$ cat config.mk
export PLATFORM = sky130hd
export DESIGN_NAME = pcrel_agu
export DESIGN_NICKNAME = d
export VERILOG_FILES = /design/src/rtl/pcrel_pkg.sv /design/src/rtl/pcrel_align_chk.sv /design/src/rtl/pcrel_pcview.sv /design/src/rtl/pcrel_addr.sv /design/src/rtl/pcrel_agu.sv
export SDC_FILE = /design/constraint.sdc
export NUM_CORES = 1
export LEC_CHECK = 0
export ABC_AREA = 1
export BUFFER_PORTS_ARGS = -buffer_cell sky130_fd_sc_hd__buf_2
export CORE_MARGIN = 2
export CORE_UTILIZATION = 50
export DETAILED_ROUTE_END_ITERATION = 10
export GPL_TIMING_DRIVEN = 0
export MAX_ROUTING_LAYER = met4
export PLACE_DENSITY = 0.83
export SLEW_MARGIN = 20
export SYNTH_ARGS = -nofsm -noshare
export SYNTH_HDL_FRONTEND = slang
export SYNTH_HIERARCHICAL = 1
export SYNTH_SLANG_ARGS = --single-unit
$ cat constraint.sdc
create_clock -name clk -period 2.9 [get_ports clk]
set_input_delay 0.29 -clock clk [delete_from_list [all_inputs] [get_ports clk]]
set_output_delay 0.29 -clock clk [all_outputs]
set_load 0.02 [all_outputs]
$ cat src/rtl/pcrel_pkg.sv
// Package: shared encodings for the PC-relative address generator.
// Assumes op_class is a 2-bit field decoded by the instruction front end.
package pcrel_pkg;
    typedef enum logic [1:0] {
        OPC_READ = 2'd0,  // ordinary register read of the PC
        OPC_MEM  = 2'd1,  // PC-relative load or store
        OPC_FORM = 2'd2,  // PC-relative address forming
        OPC_LINK = 2'd3   // first half of legacy branch-with-link
    } opc_e;
endpackage

$ cat src/rtl/pcrel_align_chk.sv
// Module: flags an instruction address that breaks its mode's alignment rule.
// Assumes compact-mode instructions sit on halfwords and fixed-mode on words.
module pcrel_align_chk #(
    parameter int ADDR_W   = 32,
    parameter int WORD_LSB = 2
) (
    input  logic              compact,
    input  logic [ADDR_W-1:0] addr,
    output logic              misaligned
);
    // Purpose: pick the low-bit mask for the current mode.
    always_comb begin
        if (compact) misaligned = addr[0];
        else         misaligned = |addr[WORD_LSB-1:0];
    end
endmodule

$ cat src/rtl/pcrel_pcview.sv
// Module: computes the architecturally visible PC from the instruction address.
// Assumes the read-ahead distance depends on mode only, never on instruction size.
module pcrel_pcview #(
    parameter int ADDR_W        = 32,
    parameter int FIXED_AHEAD   = 8,
    parameter int COMPACT_AHEAD = 4
) (
    input  logic              compact,
    input  logic [ADDR_W-1:0] addr,
    output logic [ADDR_W-1:0] pc_read
);
    localparam logic [ADDR_W-1:0] FIX_INC = ADDR_W'(FIXED_AHEAD);
    localparam logic [ADDR_W-1:0] CMP_INC = ADDR_W'(COMPACT_AHEAD);

    // Purpose: add the mode's fixed read-ahead, wrapping modulo 2^ADDR_W.
    always_comb begin
        pc_read = addr + (compact ? CMP_INC : FIX_INC);
    end
endmodule

$ cat src/rtl/pcrel_addr.sv
// Module: forms the aligned-base effective address, the link address and the
// class-selected result. Assumes pc_read comes from pcrel_pcview.
module pcrel_addr #(
    parameter int ADDR_W     = 32,
    parameter int IMM_W      = 13,
    parameter int WORD_LSB   = 2,
    parameter int LINK_AHEAD = 4
) (
    input  logic              [ADDR_W-1:0] pc_read,
    input  logic              [ADDR_W-1:0] instr_addr,
    input  logic              [IMM_W-1:0]  imm,
    input  pcrel_pkg::opc_e                opc,
    output logic              [ADDR_W-1:0] result
);
    import pcrel_pkg::*;
    localparam int EXT_W = ADDR_W - IMM_W;
    localparam logic [ADDR_W-1:0] LINK_INC = ADDR_W'(LINK_AHEAD);

    logic [ADDR_W-1:0] imm_ext;
    logic [ADDR_W-1:0] base;
    logic [ADDR_W-1:0] link;

    // Purpose: sign-extend the offset and word-align the PC base.
    always_comb begin
        imm_ext = {{EXT_W{imm[IMM_W-1]}}, imm};
        base    = {pc_read[ADDR_W-1:WORD_LSB], {WORD_LSB{1'b0}}};
        link    = instr_addr + LINK_INC;
    end

    // Purpose: select the value the operation class asks for.
    always_comb begin
        unique case (opc)
            OPC_READ: result = pc_read;
            OPC_MEM,
            OPC_FORM: result = base + imm_ext;
            OPC_LINK: result = link;
            default:  result = pc_read;
        endcase
    end
endmodule

$ cat src/rtl/pcrel_agu.sv
// Module: top of the PC-relative operand address generator. Combines the
// alignment check, visible-PC view and address former, then registers results.
// Assumes requests arrive as single-cycle in_valid pulses or held levels.
module pcrel_agu #(
    parameter int ADDR_W        = 32,
    parameter int IMM_W         = 13,
    parameter int WORD_LSB      = 2,
    parameter int FIXED_AHEAD   = 8,
    parameter int COMPACT_AHEAD = 4,
    parameter int LINK_AHEAD    = 4
) (
    input  logic              clk,
    input  logic              rst_n,
    input  logic              in_valid,
    input  logic [ADDR_W-1:0] instr_addr,
    input  logic              compact_mode,
    input  logic              wide_instr,
    input  logic [IMM_W-1:0]  imm_off,
    input  logic [1:0]        op_class,
    output logic              out_valid,
    output logic              out_err,
    output logic [ADDR_W-1:0] out_pcread,
    output logic [ADDR_W-1:0] out_result
);
    import pcrel_pkg::*;
    localparam int EXT_W = ADDR_W - IMM_W;

    logic              misaligned;
    logic [ADDR_W-1:0] pc_read;
    logic [ADDR_W-1:0] result;
    opc_e              opc;
    logic              size_unused;

    // Purpose: the size flag is deliberately not used by any result.
    assign size_unused = wide_instr;
    assign opc         = opc_e'(op_class);

    pcrel_align_chk #(.ADDR_W(ADDR_W), .WORD_LSB(WORD_LSB)) u_align (
        .compact    (compact_mode),
        .addr       (instr_addr),
        .misaligned (misaligned)
    );

    pcrel_pcview #(.ADDR_W(ADDR_W), .FIXED_AHEAD(FIXED_AHEAD),
                   .COMPACT_AHEAD(COMPACT_AHEAD)) u_view (
        .compact (compact_mode),
        .addr    (instr_addr),
        .pc_read (pc_read)
    );

    pcrel_addr #(.ADDR_W(ADDR_W), .IMM_W(IMM_W), .WORD_LSB(WORD_LSB),
                 .LINK_AHEAD(LINK_AHEAD)) u_addr (
        .pc_read    (pc_read),
        .instr_addr (instr_addr),
        .imm        (imm_off),
        .opc        (opc),
        .result     (result)
    );

    // Purpose: capture results on a valid request; errors keep the old data.
    always_ff @(posedge clk) begin
        if (!rst_n) begin
            out_valid  <= 1'b0;
            out_err    <= 1'b0;
            out_pcread <= '0;
            out_result <= '0;
        end else if (in_valid) begin
            out_err   <= misaligned;
            out_valid <= !misaligned;
            if (!misaligned) begin
                out_pcread <= pc_read;
                out_result <= result;
            end
        end
    end

    // Sign-extends an immediate for the checks below.
    function automatic logic [ADDR_W-1:0] sext(input logic [IMM_W-1:0] v);
        return {{EXT_W{v[IMM_W-1]}}, v};
    endfunction

    assert_fixed_ahead_R1: assert property (@(posedge clk) disable iff (!rst_n)
        in_valid && !compact_mode && !misaligned |=>
            out_pcread == $past(instr_addr) + ADDR_W'(FIXED_AHEAD));

    assert_compact_ahead_R2: assert property (@(posedge clk) disable iff (!rst_n)
        in_valid && compact_mode && !misaligned |=>
            out_pcread == $past(instr_addr) + ADDR_W'(COMPACT_AHEAD));

    assert_aligned_base_R3: assert property (@(posedge clk) disable iff (!rst_n)
        in_valid && !misaligned && (op_class == 2'd1 || op_class == 2'd2) |=>
            ((out_result - sext($past(imm_off))) & ADDR_W'(3)) == '0);

    assert_misalign_flag_R7: assert property (@(posedge clk) disable iff (!rst_n)
        in_valid && misaligned |=> out_err && !out_valid && $stable(out_result));

    assert_hold_idle_R9: assert property (@(posedge clk) disable iff (!rst_n)
        !in_valid |=> $stable(out_valid) && $stable(out_err)
                      && $stable(out_result) && $stable(out_pcread));

    assert_reset_clear_R10: assert property (@(posedge clk)
        !rst_n |=> !out_valid && !out_err);
endmodule

# == Yosys cells after proc, flatten, opt, wreduce, memory -nomap -nowiden ==
# Cells that the tools add are included.
# op_classes
add_sub_neg,3
n_mul,0
n_div,0
magnitude_cmp,0
eq_ne,3
shifts,0
muxes,3
bitwise_logic,1
n_reduce_logical,5
# op_table
cell,n
case mux 32 bit (3 select lines),1
adder 32 bit,2
"adder 32 x 3 -> 32 bit, second input constant",1
"== test 2 bit, second input constant",2
2-to-1 mux 4 bit,1
OR reduction 2 bit,2
"== test 2 x 1 -> 1 bit, second input constant",1
logical NOT 2 bit,1
AND reduction 2 bit,1
logical NOT 1 bit,1
2-to-1 mux 1 bit,1
inverter 1 bit,1
# word_totals
reg_bits,66
latchBits,0
ram_bits,0
rom_bits,0
input_bits,52
out_inout_bits,66
elab_cells,19
mem_count,0

# == Depth between registers and ports, before layout ==
# depth
depth_word,4
ltp_mapped,27
ltp_nobuf,27

# == Modules after synthesis ==
# The synthesis kept the hierarchy.
# by_module_without_submodules
module,n_inst,cells_per_inst,area_each_um2,seq_area_each_um2
pcrel_addr,1,792,3767.4,0.0
pcrel_agu,1,422,2783.9,1321.3
pcrel_pcview,1,186,898.4,0.0
pcrel_align_chk,1,4,15.0,0.0

# == Least setup slack after synthesis ==
# Ideal clock, no wire load.
# synth_path
path_type,input-to-reg
start,input compact_mode
end,register out_result[24]
setup_ns,0.064
t_arrival_ns,2.909
required_time_ns,2.836
slack_ns,-0.073
cell_stages,21
path_buffers,0
path_cell_list,ha_1 > inv_1 > fa_1 > nor2_4 > nand2_2 > nor2_1 > xor2_1 > ha_1 > nand2_2 > inv_1 > a21oi_1 > inv_1 > a21oi_1 > nand3_1 > nand2_1 > nand3_1 > a21oi_2 > inv_1 > nand3_1 > nand2_1 > nor2_1
# synth_via
elab_chain_len,4
elab_cells_between_ends,7
classes_between,add/sub: 2; mux: 3; bitwise: 1; reduce/logical: 1
# synth_rtl
item,line,source
start: declaration,pcrel_agu.sv:16,"input logic compact_mode,"
2-to-1 mux 4 bit,pcrel_pcview.sv:17,pc_read = addr + (compact ? CMP_INC : FIX_INC);
adder 32 bit,pcrel_pcview.sv:17,
named net pc_read[18],pcrel_agu.sv:29,logic [ADDR_W-1:0] pc_read;
adder 32 bit,pcrel_addr.sv:35,OPC_FORM: result = base + imm_ext;
case mux 32 bit (3 select lines),pcrel_addr.sv:32,unique case (opc)
named net result[24],pcrel_agu.sv:30,logic [ADDR_W-1:0] result;
end signal: assignment,pcrel_agu.sv:72,out_result <= result;
end: declaration,pcrel_agu.sv:23,output logic [ADDR_W-1:0] out_result
# The timed path passes the listed nets, and every way through them passes these cells.
# A chain may end at the register's enable or synchronous reset.

# == Worst setup path in the final report ==
# layout_path
start,input compact_mode
end,register out_result[31]
# Same word-level chain as after synthesis.

==> reports/results.tsv <==
metric	value	unit
status	complete, but fails checks	
failing checks	negative setup slack	
DP Wirelength	23260	um
Synth Instances	1404	
# IOs	118	
top-count cell post-synth	nand2_1	
Buf/Inv on CP	4	
Post-DP Area	8273	um2
Final Instance Area	9993	um2
maximum vdd drop	0.3407	mV
layout cells sized above 1	27.58	%
pin count of the biggest net entering global routing	21	
Clock transition at path regs	0.06	ns
most frequent CP cell	nand2_2	
PortBufs	115	
post-layout util	68.76	%
LEAKAGE	5.207	nW
Top FF cell, synth	dfxtp_1	
clk sinks	66	
Die Width	126.2	um
H-tree levels	3	
antenna violations before repair	0	
max-cap violation count	0	
area added between synthesis and finish	33.88	%
Die Height	126.2	um
DR pass1 iterations	8	
Finished Layout Cells	1754	
relative slew slack	40.51	%
core area	14530	um2
FF+latch count, synth	66	
fill cell count	1372	
vias in the first global route	8760	
leading area contributor after synthesis	nand2_1	
Final Hold Viols	0	
CP max stage delay	0.43	ns
Netlist Area Pre-Place	7465	um2
RSZ-0062 raised after global routing	true	
HP Class	in2reg	
Antenna Nets Post-Route	0	
DR iter-0 viols	1027	
Slew Limit Fails	0	
achievable frequency	326.4	MHz
Ys Warns	6	
clk buf depth	2	
row cnt	44	
clk_lat worst skew	0.34	ns
# diodes	0	
CP Class	in2reg	
FFs w/ async S/R, synth	0	%
number of synthesized flops with an enable pin	0	
Pwr per Cell Area	383.0	nW/um2
CTS tree	built	
sum of negative setup slack	-1.385	ns
drt via density	5.594	
Synth top area share	21.92	%
Routed Wire Length	30830	um
initial core utilization	51.36	%
Routed WL per cell	17.58	um
post-synthesis sequential area ratio	17.70	%
worst slack, placed	-1.071	ns
Crit path arrival time	3.35	ns
Power Total	3.828	mW
setup ws final	-0.1637	ns
endpoint class of the critical path	flop	
CP Cell Sequence	buf_12 -> ha_4 -> inv_2 -> fa_2 -> nor2_4 -> nand2_4 -> nor2_4 -> xor2_4 -> ha_4 -> nand2_4 -> inv_2 -> nand2_2 -> nand2_2 -> nand2_2 -> nand2_2 -> a21oi_2 -> nand2_1 -> nand2_1 -> nand3_2 -> a21oi_2 -> inv_1 -> nand3_2 -> nand2_2 -> nor2_1	
die footprint	15920	um2
Hold Worst Slack	0.2950	ns
placed cells	1703	
ranking of synthesized cells by area	nand2_1, dfxtp_1, nor2_1, inv_1, nand3_1	
number of hold buffers added after CTS	0	
Mapped Avg Cell Area	5.317	um2
Worst path slowest cell	fa_2	
Distinct cells, synth	38	
total clock buffers created by CTS	9	
final period utilization	105.6	%
syn_nets	1492	
Root Buffer	clkbuf_16	
gr usage total	38.04	%
Worst Max-Slew Pin Slew	0.8924	ns
Remaining Overflow, GRT	0	
most common library cells after synthesis	nand2_1, nor2_1, inv_1	
setup violators final	15	
CP startpoint kind	input port	
post-route clock skew	0	ns
vias	9812	
layout net count	1653	
fin crit period	3.064	ns
routability-driven placement congestion ratio	1.151	
crit path max fanout	4	
DRC errors left	0	
first-pass GRT wire length	46110	um
CP required	3.18	ns
cell family with most CP delay	simple AND/OR/NAND/NOR gates	
[worst reg2reg max path, stage by stage, from the launching register on]
cell and delay (ns):
dfxtp_1 0.31, nor2_1 0.18, nor2_1 0.09
[flip-flops by register name, summed over array words and instances, names as in the netlist]
name / flops
out_result: 32
out_valid: 1
out_pcread: 32
out_err: 1
[area by class of cell]
class                   count  area, um2  share of cell area [%]
clock buffers               9      225.2                   2.254
well taps                 184      230.2                   2.304
flip-flops and latches     66       1321                   13.22
multi-input cells        1070       6173                   61.78
repair buffers            150      877.1                   8.777
clock inverters             7      100.1                   1.002
inverters                 227      854.6                   8.551
plain buffers              41      211.5                   2.116
[repair_timing]
action | in CTS | in global routing
setup buffers | 18 | 17
gates resized for setup | 119 | 127
pin swaps | 35 | 65
setup endpoints to repair | 25 | 24
[power by group]
part | internal, mW | switching (mW) | leakage [nW] | total, mW
Combinational | 0.564 | 1.08 | 4.50 | 1.64
Sequential | 0.968 | 0.0301 | 0.543 | 0.999
Clock | 0.759 | 0.428 | 0.160 | 1.19
Total | 2.29 | 1.54 | 5.21 | 3.83
[worst paths after layout]
path	startpoint	endpoint	slack, ns	cells after the start
setup / recovery	compact_mode	out_result[31]	-0.16	24
hold / removal	in_valid	out_valid	0.30	4
setup reg to reg	out_pcread[7]	out_pcread[7]	2.21	2
hold reg to reg	out_result[23]	out_result[23]	0.46	2
[cells by family (layout without fill, tap and decap cells)]
logic type,count (synthesis),count (layout),share of synthesized area [%]
AND/OR/NAND/NOR,918,918,52.21
buffers and inverters,268,434,14.25
AO/OA/AOI/OAI,100,100,7.727
flip-flops,66,66,17.70
adder cells (fa/ha/maj),36,36,6.235
XOR/XNOR,16,16,1.877
[routing by layer]
| metal | share of wire (%) | GRT usage (%) |
|---|---|---|
| met5 | 0 | - |
| met4 | 6.4 | 20.94 |
| met3 | 9.7 | 6.542 |
| met2 | 45 | 59.33 |
| met1 | 39 | 46.76 |
[cell usage in the layout, fill, tap and decap left out, types with 4 or more instances in the layout]
| master | n |
|---|---|
| a21oi_1 | 26 |
| a21oi_2 | 21 |
| a21oi_4 | 4 |
| a31oi_1 | 12 |
| buf_2 | 130 |
| buf_4 | 43 |
| clkbuf_1 | 11 |
| clkbuf_16 | 9 |
| dfxtp_1 | 66 |
| ha_1 | 8 |
| ha_2 | 5 |
| ha_4 | 21 |
| inv_1 | 197 |
| inv_2 | 28 |
| nand2_1 | 382 |
| nand2_2 | 49 |
| nand2_4 | 15 |
| nand3_1 | 124 |
| nand3_2 | 20 |
| nand3b_1 | 16 |
| nand4_1 | 11 |
| nor2_1 | 238 |
| nor2_2 | 19 |
| nor2_4 | 18 |
| nor3_1 | 7 |
| nor3_2 | 6 |
| o21ai_0 | 18 |
| o21ai_1 | 5 |
| o21bai_1 | 5 |
| or2_2 | 4 |
| xnor2_4 | 5 |
| xor2_2 | 4 |
| xor2_4 | 5 |
(Power assumes the default switching activity.)
